File: config.mk
export PLATFORM = sky130hd
export DESIGN_NAME = evt_timer
export DESIGN_NICKNAME = d
export VERILOG_FILES = /design/src/rtl/evt_timer_pkg.sv /design/src/rtl/evt_timer_regs.sv /design/src/rtl/evt_timer_counter.sv /design/src/rtl/evt_timer_cmp.sv /design/src/rtl/evt_timer.sv
export SDC_FILE = /design/constraint.sdc
export NUM_CORES = 1
export LEC_CHECK = 0
export ABC_AREA = 1
export BUFFER_PORTS_ARGS = -buffer_cell sky130_fd_sc_hd__buf_4
export CORE_UTILIZATION = 33
export DETAILED_ROUTE_END_ITERATION = 8
export MAX_ROUTING_LAYER = met4
export PLACE_DENSITY = 0.57
export RECOVER_POWER = 25
export SYNTH_ARGS = -nofsm -noshare
export SYNTH_HDL_FRONTEND = slang
export SYNTH_SLANG_ARGS = --single-unit
export TNS_END_PERCENT = 1
File: constraint.sdc
create_clock -name clk_i -period 2.82 [get_ports clk_i]
set_input_delay 0.564 -clock clk_i [delete_from_list [all_inputs] [get_ports clk_i]]
set_output_delay 0.564 -clock clk_i [all_outputs]
set_load 0.05 [all_outputs]
File: src/rtl/evt_timer_pkg.sv
package evt_timer_pkg;
  localparam int unsigned DW = 32;
  localparam int unsigned CW = 2 * DW;
  localparam int unsigned AW = 5;

  localparam logic [2:0] W_CNT_LO = 3'd0;
  localparam logic [2:0] W_CNT_HI = 3'd1;
  localparam logic [2:0] W_GCFG   = 3'd2;
  localparam logic [2:0] W_CCFG   = 3'd3;
  localparam logic [2:0] W_CMP_LO = 3'd4;
  localparam logic [2:0] W_CMP_HI = 3'd5;

  typedef struct packed {
    logic m32;
    logic setval;
    logic periodic;
    logic en;
  } ch_cfg_t;

  typedef struct packed {
    logic cnt_lo;
    logic cnt_hi;
    logic cmp_lo;
    logic cmp_hi;
  } wr_stb_t;
endpackage

File: src/rtl/evt_timer_regs.sv
module evt_timer_regs
  import evt_timer_pkg::*;
#(
  parameter bit CAP64 = 1'b1
) (
  input  logic          clk_i,
  input  logic          rst_ni,
  input  logic          req_i,
  input  logic          we_i,
  input  logic [AW-1:0] addr_i,
  input  logic [3:0]    cfg_wdata_i,
  input  logic [CW-1:0] cnt_i,
  input  logic [CW-1:0] cmp_i,
  output logic          g_en_o,
  output ch_cfg_t       cfg_o,
  output wr_stb_t       stb_o,
  output logic [DW-1:0] rdata_o
);
  logic [2:0] word;
  logic       wr;
  logic       g_en_q, en_q, per_q, setval_q, m32_q, m32_eff;

  assign word = addr_i[AW-1:2];
  assign wr   = req_i && we_i && (addr_i[1:0] == 2'b00);

  assign stb_o.cnt_lo = wr && (word == W_CNT_LO);
  assign stb_o.cnt_hi = wr && (word == W_CNT_HI);
  assign stb_o.cmp_lo = wr && (word == W_CMP_LO);
  assign stb_o.cmp_hi = wr && (word == W_CMP_HI);

  always_ff @(posedge clk_i or negedge rst_ni) begin
    if (!rst_ni) begin
      g_en_q   <= 1'b0;
      en_q     <= 1'b0;
      per_q    <= 1'b0;
      setval_q <= 1'b0;
      m32_q    <= 1'b0;
    end else begin
      if (wr && word == W_GCFG) g_en_q <= cfg_wdata_i[0];
      if (wr && word == W_CCFG) begin
        en_q     <= cfg_wdata_i[0];
        per_q    <= cfg_wdata_i[1];
        setval_q <= cfg_wdata_i[2];
        m32_q    <= cfg_wdata_i[3];
      end else if (stb_o.cmp_lo || stb_o.cmp_hi) begin
        setval_q <= 1'b0;  // either half consumes the flag
      end
    end
  end

  generate
    if (CAP64) begin : g_cap64
      assign m32_eff = m32_q;
    end else begin : g_cap32
      assign m32_eff = 1'b1;
    end
  endgenerate

  assign g_en_o        = g_en_q;
  assign cfg_o.en       = en_q;
  assign cfg_o.periodic = per_q;
  assign cfg_o.setval   = setval_q;
  assign cfg_o.m32      = m32_eff;

  always_comb begin
    rdata_o = '0;
    if (addr_i[1:0] == 2'b00) begin
      unique case (word)
        W_CNT_LO: rdata_o = cnt_i[DW-1:0];
        W_CNT_HI: rdata_o = m32_eff ? '0 : cnt_i[CW-1:DW];
        W_GCFG:   rdata_o = {{(DW-1){1'b0}}, g_en_q};
        W_CCFG:   rdata_o = {{(DW-5){1'b0}}, CAP64, m32_eff, setval_q, per_q, en_q};
        W_CMP_LO: rdata_o = cmp_i[DW-1:0];
        W_CMP_HI: rdata_o = cmp_i[CW-1:DW];
        default:  rdata_o = '0;
      endcase
    end
  end

  a_r7_setval_clears: assert property (@(posedge clk_i) disable iff (!rst_ni)
    (stb_o.cmp_lo || stb_o.cmp_hi) |=> !cfg_o.setval);

  a_r4_cap_ro: assert property (@(posedge clk_i) disable iff (!rst_ni)
    (addr_i == {W_CCFG, 2'b00}) |-> (rdata_o[4] == CAP64));
endmodule

File: src/rtl/evt_timer_counter.sv
module evt_timer_counter
  import evt_timer_pkg::*;
(
  input  logic          clk_i,
  input  logic          rst_ni,
  input  logic          en_i,
  input  logic          m32_i,
  input  logic          lo_we_i,
  input  logic          hi_we_i,
  input  logic [DW-1:0] wdata_i,
  output logic [CW-1:0] cnt_o
);
  logic [CW-1:0] cnt_q;

  always_ff @(posedge clk_i or negedge rst_ni) begin
    if (!rst_ni) begin
      cnt_q <= '0;
    end else if (en_i) begin
      // narrow mode: drop the low-word carry, park the high word at zero
      if (m32_i) cnt_q <= {{DW{1'b0}}, cnt_q[DW-1:0] + DW'(1)};
      else       cnt_q <= cnt_q + CW'(1);
    end else begin
      if (lo_we_i) cnt_q[DW-1:0]  <= wdata_i;
      if (hi_we_i) cnt_q[CW-1:DW] <= wdata_i;
    end
  end

  assign cnt_o = cnt_q;

  a_r2_frozen_when_off: assert property (@(posedge clk_i) disable iff (!rst_ni)
    (!en_i && !lo_we_i && !hi_we_i) |=> $stable(cnt_q));

  a_r5_upper_cleared: assert property (@(posedge clk_i) disable iff (!rst_ni)
    (en_i && m32_i) |=> (cnt_q[CW-1:DW] == '0));
endmodule

File: src/rtl/evt_timer_cmp.sv
module evt_timer_cmp
  import evt_timer_pkg::*;
(
  input  logic          clk_i,
  input  logic          rst_ni,
  input  ch_cfg_t       cfg_i,
  input  logic          g_en_i,
  input  logic [CW-1:0] cnt_i,
  input  logic          lo_we_i,
  input  logic          hi_we_i,
  input  logic [DW-1:0] wdata_i,
  output logic [CW-1:0] cmp_o,
  output logic          irq_o
);
  logic [DW-1:0] cmp_hold_q, per_hold_q;
  logic [CW-1:0] cmp_q, per_q;
  logic          irq_q, load_cmp, eq_lo, eq_hi, match;

  assign load_cmp = cfg_i.setval || !cfg_i.periodic;
  assign eq_lo    = cnt_i[DW-1:0] == cmp_q[DW-1:0];
  assign eq_hi    = cnt_i[CW-1:DW] == cmp_q[CW-1:DW];
  assign match    = cfg_i.en && g_en_i && eq_lo && (cfg_i.m32 || eq_hi);

  always_ff @(posedge clk_i or negedge rst_ni) begin
    if (!rst_ni) begin
      cmp_hold_q <= '0;
      per_hold_q <= '0;
    end else if (hi_we_i) begin
      if (load_cmp) cmp_hold_q <= wdata_i;
      else          per_hold_q <= wdata_i;
    end
  end

  always_ff @(posedge clk_i or negedge rst_ni) begin
    if (!rst_ni) begin
      cmp_q <= '0;
      per_q <= '0;
    end else if (lo_we_i) begin
      // commit only on the low half so no torn value is ever compared
      if (load_cmp) cmp_q <= {cmp_hold_q, wdata_i};
      else          per_q <= {per_hold_q, wdata_i};
    end else if (match && cfg_i.periodic) begin
      if (cfg_i.m32) cmp_q[DW-1:0] <= cmp_q[DW-1:0] + per_q[DW-1:0];
      else           cmp_q         <= cmp_q + per_q;
    end
  end

  always_ff @(posedge clk_i or negedge rst_ni) begin
    if (!rst_ni) irq_q <= 1'b0;
    else         irq_q <= match;
  end

  assign cmp_o = cmp_q;
  assign irq_o = irq_q;

  a_r9_oneshot_keeps: assert property (@(posedge clk_i) disable iff (!rst_ni)
    (match && !cfg_i.periodic && !lo_we_i) |=> $stable(cmp_q));

  a_r8_periodic_moves: assert property (@(posedge clk_i) disable iff (!rst_ni)
    (match && cfg_i.periodic && !lo_we_i && per_q[DW-1:0] != '0) |=> !$stable(cmp_q));

  a_r10_irq_on_equal: assert property (@(posedge clk_i) disable iff (!rst_ni)
    irq_q |-> ($past(cnt_i[DW-1:0]) == $past(cmp_q[DW-1:0]) && $past(g_en_i)));
endmodule

File: src/rtl/evt_timer.sv
module evt_timer
  import evt_timer_pkg::*;
#(
  parameter bit CAP64 = 1'b1
) (
  input  logic          clk_i,
  input  logic          rst_ni,
  input  logic          req_i,
  input  logic          we_i,
  input  logic [AW-1:0] addr_i,
  input  logic [DW-1:0] wdata_i,
  output logic [DW-1:0] rdata_o,
  output logic          irq_o
);
  logic          g_en;
  ch_cfg_t       ch_cfg;
  wr_stb_t       stb;
  logic [CW-1:0] cnt, cmp;

  evt_timer_regs #(.CAP64(CAP64)) u_regs (
    .clk_i      (clk_i),
    .rst_ni     (rst_ni),
    .req_i      (req_i),
    .we_i       (we_i),
    .addr_i     (addr_i),
    .cfg_wdata_i(wdata_i[3:0]),
    .cnt_i      (cnt),
    .cmp_i      (cmp),
    .g_en_o     (g_en),
    .cfg_o      (ch_cfg),
    .stb_o      (stb),
    .rdata_o    (rdata_o)
  );

  evt_timer_counter u_cnt (
    .clk_i  (clk_i),
    .rst_ni (rst_ni),
    .en_i   (g_en),
    .m32_i  (ch_cfg.m32),
    .lo_we_i(stb.cnt_lo),
    .hi_we_i(stb.cnt_hi),
    .wdata_i(wdata_i),
    .cnt_o  (cnt)
  );

  evt_timer_cmp u_cmp (
    .clk_i  (clk_i),
    .rst_ni (rst_ni),
    .cfg_i  (ch_cfg),
    .g_en_i (g_en),
    .cnt_i  (cnt),
    .lo_we_i(stb.cmp_lo),
    .hi_we_i(stb.cmp_hi),
    .wdata_i(wdata_i),
    .cmp_o  (cmp),
    .irq_o  (irq_o)
  );

  a_r3_hi_masked_m32: assert property (@(posedge clk_i) disable iff (!rst_ni)
    (ch_cfg.m32 && addr_i == {W_CNT_HI, 2'b00}) |-> (rdata_o == '0));
endmodule

==> results.yml <==
yosys:
  avgSynthCellArea_um2: 6.19
  yosys.cell_types.count: 53
  syn-cell-area_mm2: 0.0205
  synth_cells: 3315
  synth_warnings: 0
  synth_largest_area_cell: "dfrtp_1"
  synth-async-reset-ratio_pct: 100
  seq_area_frac_synth_pct: 31.9
  synth_compound_area_share_pct: 12.2
  synth_area_leaders: "dfrtp_1 (32%), nand2_1 (22%), inv_1 (9.8%)"
  synth_edf_count: 0
  synth-simple-area-share_pct: 36.6
  synthAdderAreaFrac_pct: 4.00
  yosys.area_share.xor_xnor_pct: 1.49
  synthMuxAreaShare_pct: 1.76
  synth_nets: 3421
  ys_seq_elements: 262
  yosys.area.top_type_share_pct: 31.9
  dominantRegCellSynth: "dfrtp_1"
  synth_top_family_by_area: "simple AND/OR/NAND/NOR gates"
sta:
  final_hold_viol_count: 0
  slew_violations: 64
  tns_ps: 0
  setup_viol: 0
  period_share_pct: 99.5
  skew_ps: 34.4
  fmax_mhz: 356
  fin_crit_ps: 2810
  rsz0062_at_grt: "false"
  worst_pin_slew_ps: 1930
  max_slew_margin_pct: -28.8
clocking:
  cts_tree: "built"
  postCtsSetupRepairBufs: 0
  insertion_delay_ps: 570
  htreeDepth: 2
  clkTransAtPathRegs_ps: 60
  clockBufferDepth: 3
  cts.sinks: 262
  cts_root_buf: "clkbuf_16"
  cts-buffers-inserted: 35
die:
  die_w_um: 251
  rows: 91
  initial_utilization_pct: 33.3
  die_h_um: 251
  ioPinCount: 74
  core_mm2: 0.0616
  die_area_mm2: 0.0632
setup_path:
  cp-end-kind: "primary output"
  cp.required_ps: 2260
  critPathKind: "flip-flop to primary output"
  critPathMaxFanout: 8
  cp-start-kind: "flip-flop"
  worstPathArrival_ps: 2240
placed_design:
  port_buffers: 73
  gp_congestion: 1.05
  dpl.hpwl_um: 77400
global_routing:
  antenna_found_initial: 3
  grt_pass1_wl_um: 140000
  grt_pass1_vias: 21500
  track_usage_pct: 31.2
  grt_max_degree: 65
  overflow: 0
drt:
  dr.pass1.iters: 6
  drtAntennaViolNets: 0
  drt_iter0_markers: 2097
  routedWlPerCell_um: 22.1
  via_count: 22700
  viasPerCell: 5.23
  wl_um: 96200
  drc: 0
outcome:
  status: "complete, but fails checks"
  violations: "max-capacitance violations, max-slew violations"
cells_and_area:
  nNetsFinal: 3589
  syn_to_final_growth_pct: 18.0
  drive_gt1_share_pct: 10.3
pwr:
  power_density_mw_per_mm2: 563
  p_total_mw: 13.6
  peakVddDrop_v: 0.000499
  total_leakage_power_nw: 12.9
run:
  maxCapViolCount: 1
hold_path:
  hold_class: "primary input to flip-flop"
==> placed cells by master, fill, tap and decap left out, types with 32 or more instances in the layout <==
cell and n:
nand2_1 1217, inv_1 538, nor2_1 307, dfrtp_1 261, o21ai_0 203, buf_4 200, nand3_1 166, a21oi_1 93
ha_1 64, nor3_1 50, nand4_1 43, clkbuf_16 37, o22ai_1 36, mux2_2 32
==> final timing paths <==
check,start,end,slack [ps],depth (start not counted)
worst max-delay path,u_regs.m32_eff,rdata_o[9],10,7
worst min-delay path,wdata_i[0],u_cnt.cnt_o[0],250,3
worst max register to register,u_cmp.cmp_o[5],u_cmp.cmp_o[55],150,14
worst min register to register,u_cmp.per_hold_q[21],u_cmp.per_hold_q[21],480,2
max in group asynchronous,rst_ni,u_regs.g_en_o,400,3
min in group asynchronous,rst_ni,u_cmp.per_hold_q[6],1070,2
==> power by group <==
group / internal, mW / leakage (nW) / switching [mW]
combinational: 1.23 / 8.85 / 2.57
clock: 2.94 / 0.607 / 1.88
sequential: 4.23 / 3.48 / 0.780
total: 8.40 / 12.9 / 5.23
==> area by class of cell <==
type,count,area [µm²]
fill,6820,37400
multi-input combinational,2415,11600
sequential,262,6560
inverter,550,2070
timing repair buffer,219,1770
tap,837,1050
clock buffer,47,1030
clock inverter,15,185
antenna,2,5.00
==> timing repair <==
item	CTS	global route
hold endpoints to repair	4	0
endpoints found under the setup margin	0	8
hold buffers	1	0
gates resized for setup	0	6
==> critical path, cell delays in order (launching register included) <==
cell      delay (ps)
dfrtp_1          480
nor2_2           100
inv_1            100
buf_12           160
o22ai_1          100
a221oi_1         430
nor2_1            90
buf_4            210
==> metrics by stage <==
stage | utilization, % | instance area, µm² | hold slack [ps] | instances | setup WS, ps
global route | 39.3 | 24200 | 279 | 4345 | 12.8
CTS | 39.3 | 24200 | 241 | 4345 | 43.4
detailed placement | 37.3 | 23000 | 470 | 4282 | 163
floorplan | - | 20500 | 268 | 3315 | 19.8
global placement | 37.3 | 23000 | 465 | 4282 | 166
finish | 39.3 | 24200 | 250 | 4347 | 14.4
==> cell families after synthesis <==
kind of cell / after synthesis
compound gates: 437
xor+xnor: 35
fa+ha+maj: 65
buf+inv: 638
flops: 262
mux: 32
simple gates: 1846
==> sequential cells by signal (all words and copies together), names as in the netlist <==
register	flops
u_cmp.cmp_o	64
u_cmp.per_q	64
u_cnt.cnt_o	64
u_cmp.cmp_hold_q	32
u_cmp.per_hold_q	32
u_cmp.irq_o	1
u_regs.en_q	1
u_regs.g_en_o	1
u_regs.m32_eff	1
u_regs.per_q	1
u_regs.setval_q	1
==> cells in the mapped netlist, types with 3 or more instances <==
| master | number |
|---|---|
| nand2_2 | 7 |
| or2_2 | 5 |
| nand4_1 | 43 |
| a21oi_1 | 93 |
| nor2_2 | 9 |
| a221oi_1 | 29 |
| buf_6 | 5 |
| nor3_1 | 51 |
| inv_2 | 8 |
| clkinv_1 | 3 |
| a22oi_1 | 13 |
| buf_1 | 10 |
| inv_1 | 538 |
| nand3b_1 | 11 |
| nor4_1 | 6 |
| and3_1 | 3 |
| nand3_1 | 168 |
| ha_1 | 64 |
| o21ai_0 | 203 |
| xnor2_1 | 29 |
| nor2_4 | 4 |
| mux2_2 | 32 |
| dfrtp_1 | 262 |
| buf_2 | 14 |
| o211ai_1 | 16 |
| o221ai_1 | 4 |
| xor2_1 | 6 |
| clkbuf_1 | 55 |
| and2_1 | 3 |
| o22ai_1 | 36 |
| nand2_1 | 1219 |
| a31oi_1 | 19 |
| nor2_1 | 310 |
| o21ai_1 | 10 |
==> routing by layer <==
layer,GRT usage [%],vias to the layer above,routed length (µm)
met3,3.03,216,6230
met2,49.2,937,43800
met5,-,-,0
met4,16.9,0,5580
met1,39.3,10800,40600
li1,-,10800,-
No activity file was read; power rests on OpenSTA's default activity.
